$ cat src/rtl/mwt_pkg.sv
package mwt_pkg;

    localparam int DATA_W       = 16;
    localparam int SYNC_HALVES  = 6;
    localparam int DATA_HALVES  = 2 * DATA_W;
    localparam int FRAME_HALVES = SYNC_HALVES + DATA_HALVES + 2;
    localparam int HALF_W       = $clog2(FRAME_HALVES);
    localparam int WIN_FIRST    = 7;
    localparam int WIN_LAST     = FRAME_HALVES - 4;

    typedef logic [HALF_W-1:0] half_idx_t;

    typedef struct packed {
        logic [DATA_W-1:0] data;
        logic              cmd;
        logic              bus;
    } tx_word_t;

    // Line level of the true output for a given half bit of a frame.
    function automatic logic half_level(tx_word_t w, half_idx_t h);
        int   hi;
        int   bit_pos;
        logic b;
        logic lvl;
        hi = int'(h);
        if (hi < SYNC_HALVES) begin
            lvl = (hi < SYNC_HALVES / 2) ? w.cmd : ~w.cmd;
        end else if (hi < SYNC_HALVES + DATA_HALVES) begin
            bit_pos = DATA_W - 1 - (hi - SYNC_HALVES) / 2;
            b       = w.data[bit_pos];
            lvl     = ((hi - SYNC_HALVES) % 2 == 0) ? b : ~b;
        end else begin
            b   = ~(^w.data);
            lvl = (hi == FRAME_HALVES - 2) ? b : ~b;
        end
        return lvl;
    endfunction

endpackage

$ cat src/rtl/mwt_halfbit_timer.sv
module mwt_halfbit_timer
    import mwt_pkg::*;
#(
    parameter int HALF_TICKS = 6
) (
    input  logic      clk,
    input  logic      rst,
    input  logic      run,
    output half_idx_t half_idx,
    output logic      frame_last
);
    localparam int TICK_W = $clog2(HALF_TICKS + 1);
    localparam logic [TICK_W-1:0] TICK_MAX = TICK_W'(HALF_TICKS - 1);
    localparam half_idx_t HALF_MAX = HALF_W'(FRAME_HALVES - 1);

    logic [TICK_W-1:0] tick_q;
    half_idx_t         half_q;
    logic              tick_wrap;

    assign tick_wrap = (tick_q == TICK_MAX);

    always_ff @(posedge clk) begin
        if (rst || !run) begin
            tick_q <= '0;
            half_q <= '0;
        end else if (tick_wrap) begin
            tick_q <= '0;
            half_q <= (half_q == HALF_MAX) ? '0 : half_q + 1'b1;
        end else begin
            tick_q <= tick_q + 1'b1;
        end
    end

    assign half_idx   = half_q;
    assign frame_last = run && tick_wrap && (half_q == HALF_MAX);
endmodule

$ cat src/rtl/mwt_tx_ctrl.sv
module mwt_tx_ctrl
    import mwt_pkg::*;
(
    input  logic     clk,
    input  logic     rst,
    input  logic     accept,
    input  tx_word_t in_word,
    input  logic     window,
    input  logic     frame_last,
    output logic     busy,
    output tx_word_t cur_word
);
    logic     busy_q;
    logic     pend_v_q;
    tx_word_t cur_q;
    tx_word_t pend_q;

    always_ff @(posedge clk) begin
        if (rst) begin
            busy_q   <= 1'b0;
            pend_v_q <= 1'b0;
            cur_q    <= '0;
            pend_q   <= '0;
        end else if (!busy_q) begin
            if (accept) begin
                cur_q  <= in_word;
                busy_q <= 1'b1;
            end
        end else begin
            if (window && accept) begin
                pend_q   <= in_word;
                pend_v_q <= 1'b1;
            end
            if (frame_last) begin
                if (pend_v_q) begin
                    cur_q    <= pend_q;
                    pend_v_q <= 1'b0;
                end else begin
                    busy_q <= 1'b0;
                end
            end
        end
    end

    assign busy     = busy_q;
    assign cur_word = cur_q;
endmodule

$ cat src/rtl/mwt_line_drv.sv
module mwt_line_drv #(
    parameter int NBUS = 2
) (
    input  logic                    active,
    input  logic                    level,
    input  logic [$clog2(NBUS)-1:0] bus_idx,
    output logic [NBUS-1:0]         line_p,
    output logic [NBUS-1:0]         line_n
);
    for (genvar g = 0; g < NBUS; g++) begin : g_bus
        logic on;
        assign on        = active && (int'(bus_idx) == g);
        assign line_p[g] = on & level;
        assign line_n[g] = on & ~level;
    end
endmodule

$ cat src/rtl/mwt_tx.sv
module mwt_tx
    import mwt_pkg::*;
#(
    parameter int CLK_HZ = 12_000_000,
    parameter int BIT_HZ = 1_000_000
) (
    input  logic        clk,
    input  logic        rst,
    input  logic        wr_en,
    input  logic [15:0] wr_data,
    input  logic        wr_cmd_sync,
    input  logic        wr_bus_sel,
    input  logic        tx_dis_a,
    input  logic        tx_dis_b,
    output logic        bus_a_p,
    output logic        bus_a_n,
    output logic        bus_b_p,
    output logic        bus_b_n,
    output logic        chain_window
);
    localparam int HALF_TICKS = CLK_HZ / (2 * BIT_HZ);

    tx_word_t  in_word;
    tx_word_t  cur_word;
    half_idx_t half_idx;
    logic      busy;
    logic      frame_last;
    logic      accept;
    logic      window;
    logic      level;
    logic [1:0] lp;
    logic [1:0] ln;

    assign in_word = '{data: wr_data, cmd: wr_cmd_sync, bus: wr_bus_sel};
    assign accept  = wr_en && !(wr_bus_sel ? tx_dis_b : tx_dis_a);
    assign window  = busy && (int'(half_idx) >= WIN_FIRST) && (int'(half_idx) <= WIN_LAST);
    assign level   = half_level(cur_word, half_idx);

    mwt_halfbit_timer #(.HALF_TICKS(HALF_TICKS)) u_timer (
        .clk        (clk),
        .rst        (rst),
        .run        (busy),
        .half_idx   (half_idx),
        .frame_last (frame_last)
    );

    mwt_tx_ctrl u_ctrl (
        .clk        (clk),
        .rst        (rst),
        .accept     (accept),
        .in_word    (in_word),
        .window     (window),
        .frame_last (frame_last),
        .busy       (busy),
        .cur_word   (cur_word)
    );

    mwt_line_drv #(.NBUS(2)) u_drv (
        .active  (busy),
        .level   (level),
        .bus_idx (cur_word.bus),
        .line_p  (lp),
        .line_n  (ln)
    );

    assign bus_a_p      = lp[0];
    assign bus_a_n      = ln[0];
    assign bus_b_p      = lp[1];
    assign bus_b_n      = ln[1];
    assign chain_window = window;
endmodule

$ cat config.mk
export PLATFORM = sky130hd
export DESIGN_NAME = mwt_tx
export DESIGN_NICKNAME = d
export VERILOG_FILES = /design/src/rtl/mwt_pkg.sv /design/src/rtl/mwt_halfbit_timer.sv /design/src/rtl/mwt_tx_ctrl.sv /design/src/rtl/mwt_line_drv.sv /design/src/rtl/mwt_tx.sv
export SDC_FILE = /design/constraint.sdc
export NUM_CORES = 1
export LEC_CHECK = 0
export ABC_AREA = 1
export BUFFER_PORTS_ARGS = -buffer_cell sky130_fd_sc_hd__buf_2
export CAP_MARGIN = 40
export CORE_MARGIN = 10
export CORE_UTILIZATION = 54
export DETAILED_ROUTE_END_ITERATION = 16
export HOLD_SLACK_MARGIN = 0.15
export MAX_ROUTING_LAYER = met4
export PLACE_DENSITY = 0.72
export SETUP_SLACK_MARGIN = 0.4
export SKIP_LAST_GASP = 1
export SLEW_MARGIN = 20
export SYNTH_ARGS = -nofsm -noshare
export SYNTH_HDL_FRONTEND = slang
export SYNTH_HIERARCHICAL = 1
export SYNTH_SLANG_ARGS = --single-unit
$ cat constraint.sdc
create_clock -name clk -period 2.6 [get_ports clk]
set_clock_uncertainty 0.2 [all_clocks]
set_input_delay 0.26 -clock clk [delete_from_list [all_inputs] [get_ports clk]]
set_output_delay 0.26 -clock clk [all_outputs]
set_load 0.005 [all_outputs]
=== Word-level counts from Yosys, hierarchy flattened ===
Index checks and enable logic that the tools add are counted.
W data, S select, Z words.

* Bitwise logic cells: 10
* Divide/modulo/power cells: 0
* Reduce and logical (&&, ||, !) cells: 17
* Mux-type cells: 21
* Add/subtract/negate cells: 5
* Eq/ne operators: 5
* Multipliers: 0
* $lt $le $gt $ge: 6
* Shift operators: 0

{| class="wikitable"
|+ Operator list
! operator !! number
|-
| $mux W18 || 4
|-
| $add A32 B1 Y32 || 1
|-
| $logic_not A32 Y1 || 1
|-
| $lt A32 B6 Y1 const B || 1
|-
| $sub A5 B32 Y32 const A || 1
|-
| $reduce_xor A16 Y1 || 1
|-
| $mux W1 || 15
|-
| $eq A6 B6 Y1 const B || 2
|-
| $logic_and A1 B1 Y1 || 8
|-
| $sub A6 B3 Y7 const B || 1
|-
| $add A6 B1 Y6 const B || 1
|-
| $ge A6 B3 Y1 const B || 1
|-
| $le A6 B6 Y1 const B || 1
|-
| $lt A6 B2 Y1 const B || 1
|-
| $lt A6 B3 Y1 const B || 1
|-
| $lt A6 B6 Y1 const B || 1
|-
| $mux W6 || 1
|-
| $and A1 B1 Y1 || 5
|-
| $not A1 Y1 || 5
|-
| $bmux W1 S4 || 1
|-
| $ne A2 B2 Y1 const B || 2
|-
| $add A3 B1 Y3 const B || 1
|-
| $eq A3 B3 Y1 const B || 1
|-
| $reduce_and A3 Y1 || 1
|-
| 5 further kinds || 6
|}

* Logic and storage cells: 74
* RAM bits: 0
* Memories kept: 0
* Latch bits: 0
* Bits in registers: 47
* Input bits: 23
* ROM bits: 0
* Output and inout bits: 5

=== Longest topological paths before layout ===
* Word-level depth: 13
* Gate-level depth with buffers: 20

=== By module ===
The synthesis kept the hierarchy.

{| class="wikitable"
|+ Modules (own cells, without submodules)
! module !! cells each !! times used !! area each (sq um)
|-
| mwt_tx_ctrl || 266 || 1 || 1783.0
|-
| mwt_tx || 182 || 1 || 824.5
|-
| mwt_halfbit_timer || 58 || 1 || 441.7
|-
| mwt_line_drv || 8 || 1 || 30.0
|}

=== Worst setup path after synthesis ===
OpenSTA, ideal clock, no wires.

* Path type: register to output
* Start: reg u_timer.half_q[3] (netlist: u_timer/half_idx[3])
* End: out bus_a_p
* Setup slack: -0.205 ns
* Arrival time: 2.345 ns
* Stages on the path, launching flop included: 21
* Buffers on the path: 0
* Cells stage by stage: dfxtp_1 nor2_2 nand2_2 nor3_1 ha_1 inv_1 ha_1 fa_1 inv_1 nand3_1 nand2_1 nand2_1 nand2_1 nand2_2 nand2_1 nand2_1 nand3_1 nand3_1 nand2_1 inv_1 nor2_1

* Word-level cells in the longest chain between the ends: 12
* Elaborated cells on any way between the ends: 19

{| class="wikitable"
|+ Ends and longest elaborated chain
! element !! RTL line !! RTL
|-
| start, declared || mwt_halfbit_timer.sv:17 || <nowiki>half_idx_t half_q;</nowiki>
|-
| start signal, assigned || mwt_halfbit_timer.sv:28 || <nowiki>half_q <= (half_q == HALF_MAX) ? '0 : half_q + 1'b1;</nowiki>
|-
| $sub A6 B3 Y7 || mwt_pkg.sv:29, mwt_pkg.sv:31 ||
|-
| $and A1 B1 Y1 (no line) || - ||
|-
| $add A32 B1 Y32 (no line) || - ||
|-
| $sub A5 B32 Y32 || mwt_pkg.sv:29 || <nowiki>bit_pos = DATA_W - 1 - (hi - SYNC_HALVES) / 2;</nowiki>
|-
| $bmux W1 S4 || mwt_pkg.sv:30 || <nowiki>b = w.data[bit_pos];</nowiki>
|-
| $mux W1 (implied by the code) (2 in a row) || mwt_pkg.sv:30 ||
|-
| $not A1 Y1 || mwt_pkg.sv:31 || <nowiki>lvl = ((hi - SYNC_HALVES) % 2 == 0) ? b : ~b;</nowiki>
|-
| $mux W1 || mwt_pkg.sv:31 ||
|-
| $mux W1 || mwt_pkg.sv:28 || <nowiki>end else if (hi < SYNC_HALVES + DATA_HALVES) begin</nowiki>
|-
| $mux W1 * || mwt_pkg.sv:26 || <nowiki>if (hi < SYNC_HALVES) begin</nowiki>
|-
| named net level || mwt_tx.sv:30 || <nowiki>logic level;</nowiki>
|-
| $and A1 B1 Y1 * || mwt_line_drv.sv:13 || <nowiki>assign line_p[g] = on & level;</nowiki>
|-
| end, declared || mwt_tx.sv:15 || <nowiki>output logic bus_a_p,</nowiki>
|}

The timed path passes the listed nets; every way through them passes the cells marked *. The select of a mux whose other input is x is not followed.

=== Worst setup path in the final report ===
* Start: reg u_timer.half_q[4] (netlist: u_timer/half_idx[4])
* End: out bus_a_p

The elaborated chain is that of the path after synthesis.

==> impl_results.md <==
- Result of the run: finished, violations left
- Failing checks: setup timing
- Minimum setup slack among reg-to-reg paths: approximately 0.6 ns
- Antenna fix cells: 0
- Vias: 3178
- Delay contributed by the slowest stage of the critical path: ~0.35 ns
- Crit path kind: reg2out
- H-tree levels: 2
- Number of max-slew violations in the final report: 0
- Final period demand of the worst path: ~3.1 ns
- Vias in the first global route: between 2000 and 3000
- Synthesized Nets: around 540
- Register cell area after layout: around 950 sq um
- Class of the most critical hold timing path: in2reg
- Number of antenna violations at the first check in global routing: 0
- Number of cells produced by synthesis: around 510
- Type of element launching the critical path: flop
- VDD IR-drop max: about 0.33 mV
- First-pass GRT wire length: 12800 um
- Cell area after technology mapping: a little over 3000 sq um
- Reg power frac: 49.8%
- Worst Path Max Fanout: 3
- Hold wc startpoint: tx_dis_a
- Fmax: ~0.32 GHz
- Worst reg2reg endpoint: u_ctrl/pend_q[11]
- Area share of the largest cell type after synthesis: 30.6%
- Sequence of cells on the critical path: nor2_4, nand2_2, nor3_2, ha_2, inv_2, ha_4, fa_2, inv_2, nand3_2, nand2_2, nand2_1, nand2_1, nand2_2, nand2_1, nand2_1, nand3_1, nand3_1, nand2_2, inv_2, nor2_1, buf_2
- Total negative setup slack: -1.90 ns
- Overall power of the completed layout: approximately 1.6 mW
- Proportion of power drawn by combinational gates: between 20% and 30%
- Routed length on met2: around 3400 um
- Final-report hold violation count: 0
- PortBufs: 27
- Maxcap violations: 0
- DRC viols: 0
- Top layer used by detailed routing: met4
- CP Data Required Time: around 2.1 ns
- Initial Util: between 50% and 60%
- DIE HEIGHT: 95.5 um
- Fraction of power consumed by the clock network: between 20% and 30%
- Share of the core filled with cells: between 60 and 70%
- Count of standard-cell rows: 27
- Clock input transition at the sequential cells of the worst setup and hold paths: approximately 0.090 ns
- # fillers: ~530
- Clock Sinks: 47
- Internal: approximately 1.1 mW
- Most area-consuming cells after synthesis: sky130_fd_sc_hd__dfxtp_1 31%, sky130_fd_sc_hd__nand2_1 26%, sky130_fd_sc_hd__a21oi_1 7.2%
- WHS Endpoint: u_ctrl/pend_q[17]
- Max-slew headroom at the worst pin: 58.5%
- CTS tree: done
- Final setup violation count: 4
- Yosys synthesis warning count: 6
- Multi-input combinational cell area: between 1500 and 2000 sq um
- Largest net degree at the start of global routing: 40
- First-iteration detailed-routing DRC count: roughly 190
- Final Routed Wirelength: approximately 7300 um
- Arrival time at the worst endpoint: about 2.6 ns
- Cell type group with the largest total delay on the critical path: simple AND/OR/NAND/NOR gates
- Number of iterations in the first detailed-routing pass: 4
- Core area: about 5500 sq um
- Number of buffers added by the clock tree synthesis step: 5
- Aggregate global routing overflow: 0
- Share of final-layout standard cells stronger than drive strength 1: ~17%
- Hold depth: 4
- Synth cell types: 26
- Leakage power: between 1.5 and 2 nW
- Critical Path End Type: primary output
- Total power density per cell area: about 430 nW/um^2
- Number of nets with antenna violations after detailed routing: 0
- Wire length on met3: approximately 320 um
- Drt via density: around 5.0
- Net switching share of the total power: between 20% and 30%
- Unrepaired setup endpoints after global routing: true
- Crit path max-delay cell type: sky130_fd_sc_hd__fa_2
- Flops & latches, synth: 47
- Floorplan die width: about 96 um
- Library cell used as clock root buffer: sky130_fd_sc_hd__clkbuf_8
- Die outline area: around 9100 sq um
- Global Route Usage Sum: between 10% and 20%
- Length of routed wiring on met1: ~3600 um
- Average detailed-routed wire length per instance: between 10 and 15 um
- Sequential element share of the synthesized area: between 30 and 40%
- Sw Pwr: around 0.47 mW
- Max clock buf depth: 2
- Clock latency on the worst-skew pair: ~0.29 ns
- Crit share post-route: 119%
- Mean instance size in the synthesized netlist: 5.99 sq um
- Leading area contributor after synthesis: sky130_fd_sc_hd__dfxtp_1
- Slack of the critical path: -0.489 ns
- Gpl congestion: ~0.94
- Total Nets Final: between 500 and 600
- Count of placed standard cells including taps: between 600 and 700
- Area growth from synthesis to layout: 19.6%
- Top-level I/O count: 28
- Startpoint of the most critical register-to-register path: u_timer/half_idx[1]
- Post-DP HPWL: 5270 um
- Buffers & Inverters on Critical Path: 4
- Reg2Reg Depth: 7
- Slew @ Worst Pin: approximately 0.62 ns
- Final instance count without filler cells: around 640
## area by class of cell
class                      count  share of cell area (%)
sequential                    47                    25.8
inverter                      59                    6.08
multi-input combinational    388                    50.8
clock buffer                   6                    2.24
tap                           72                    2.45
clock inverter                 2                   0.408
timing repair buffer          62                    12.2
## power groups by stage
stage          clock network [mW]  registers [mW]  logic, mW
4_1_cts                     0.473           0.780      0.321
3_3_place_gp                    0           0.795      0.291
5_1_grt                     0.510           0.785      0.376
3_5_place_dp                    0           0.797      0.299
6_report                    0.464           0.780      0.323
2_1_floorplan                   0           0.787      0.238
## worst min-delay path, stage by stage
cell	delay (ns)
sky130_fd_sc_hd__buf_2	0.08
sky130_fd_sc_hd__a21oi_1	0.14
sky130_fd_sc_hd__nand4_1	0.11
sky130_fd_sc_hd__a21oi_1	0.05
## kinds of logic (layout without fill, tap and decap cells)
logic type               count (synthesis)  in the layout  synth area share, %
flip-flops                              47             47                 30.6
XOR/XNOR                                 9              9                 2.56
adder cells (fa/ha/maj)                  7              7                 3.09
buffers and inverters                   79            129                 11.0
AND/OR/NAND/NOR                        323            323                 44.7
AO/OA/AOI/OAI                           49             49                 8.05
## cells in the mapped netlist (all sizes together)
cell,instances
nor3,4
buf,18
nor2,38
nand2,221
clkbuf,2
xor2,4
a211oi,1
dfxtp,47
o21ai,4
nand4,20
ha,6
nand3b,1
inv,56
a21oi,44
xnor2,5
clkinv,3
fa,1
nand3,39
## placed cells by master (no fill, tap or decap), drive strengths merged
cell | Yosys | layout
nand2 | 221 | 221
inv | 56 | 57
dfxtp | 47 | 47
a21oi | 44 | 44
buf | 18 | 44
nand3 | 39 | 39
nor2 | 38 | 38
nand4 | 20 | 20
dlygate4sd3 | 0 | 18
clkbuf | 2 | 6
ha | 6 | 6
xnor2 | 5 | 5
o21ai | 4 | 4
xor2 | 4 | 4
clkinv | 3 | 4
nor3 | 4 | 4
a211oi | 1 | 1
fa | 1 | 1
nand3b | 1 | 1
## state kept, by name, summed over array words and instances (netlist names)
name	count
u_ctrl/cur_word	18
u_ctrl/pend_q	18
u_timer/half_idx	6
u_timer/tick_q	3
u_ctrl/busy	1
u_ctrl/pend_v_q	1
## per-stage QoR
| stage | hold slack [ns] | area, sq um | setup slack (ns) |
|---|---|---|---|
| 3_3_place_gp | 0.236 | 3350 | -0.135 |
| 4_1_cts | 0.170 | 3660 | -0.504 |
| 6_report | 0.181 | 3680 | -0.489 |
| 5_1_grt | 0.192 | 3680 | -0.711 |
| 3_5_place_dp | 0.255 | 3350 | -0.195 |
| 2_1_floorplan | 0.221 | 3110 | -0.0372 |
## metal layers
layer | global-route usage, % | vias up
met4 | 3.81 | 0
met2 | 27.0 | 57
met3 | 3.06 | 6
met1 | 22.7 | 1407
li1 | - | 1708
met5 | - | -
## how the worst max path moves through the flow
stage,cells past startpoint,from,end
after floorplan,17,u_timer/half_idx[3],bus_a_p
after global placement,19,u_timer/half_idx[4],bus_a_p
after detailed placement,21,u_timer/half_idx[1],bus_a_p
after CTS,21,u_timer/half_idx[4],bus_b_p
after global routing,21,u_timer/half_idx[4],bus_a_p
final,21,u_timer/half_idx[4],bus_a_p
## timing repair
item | in CTS | in global routing
hold buffers | 18 | 0
setup endpoints to repair | 5 | 23
pin swaps | 3 | 9
setup buffers | 0 | 0
resized for setup | 11 | 8
cloned | 0 | 0
endpoints found under the hold margin | 36 | 0
No activity file was read; power rests on OpenSTA's default activity.
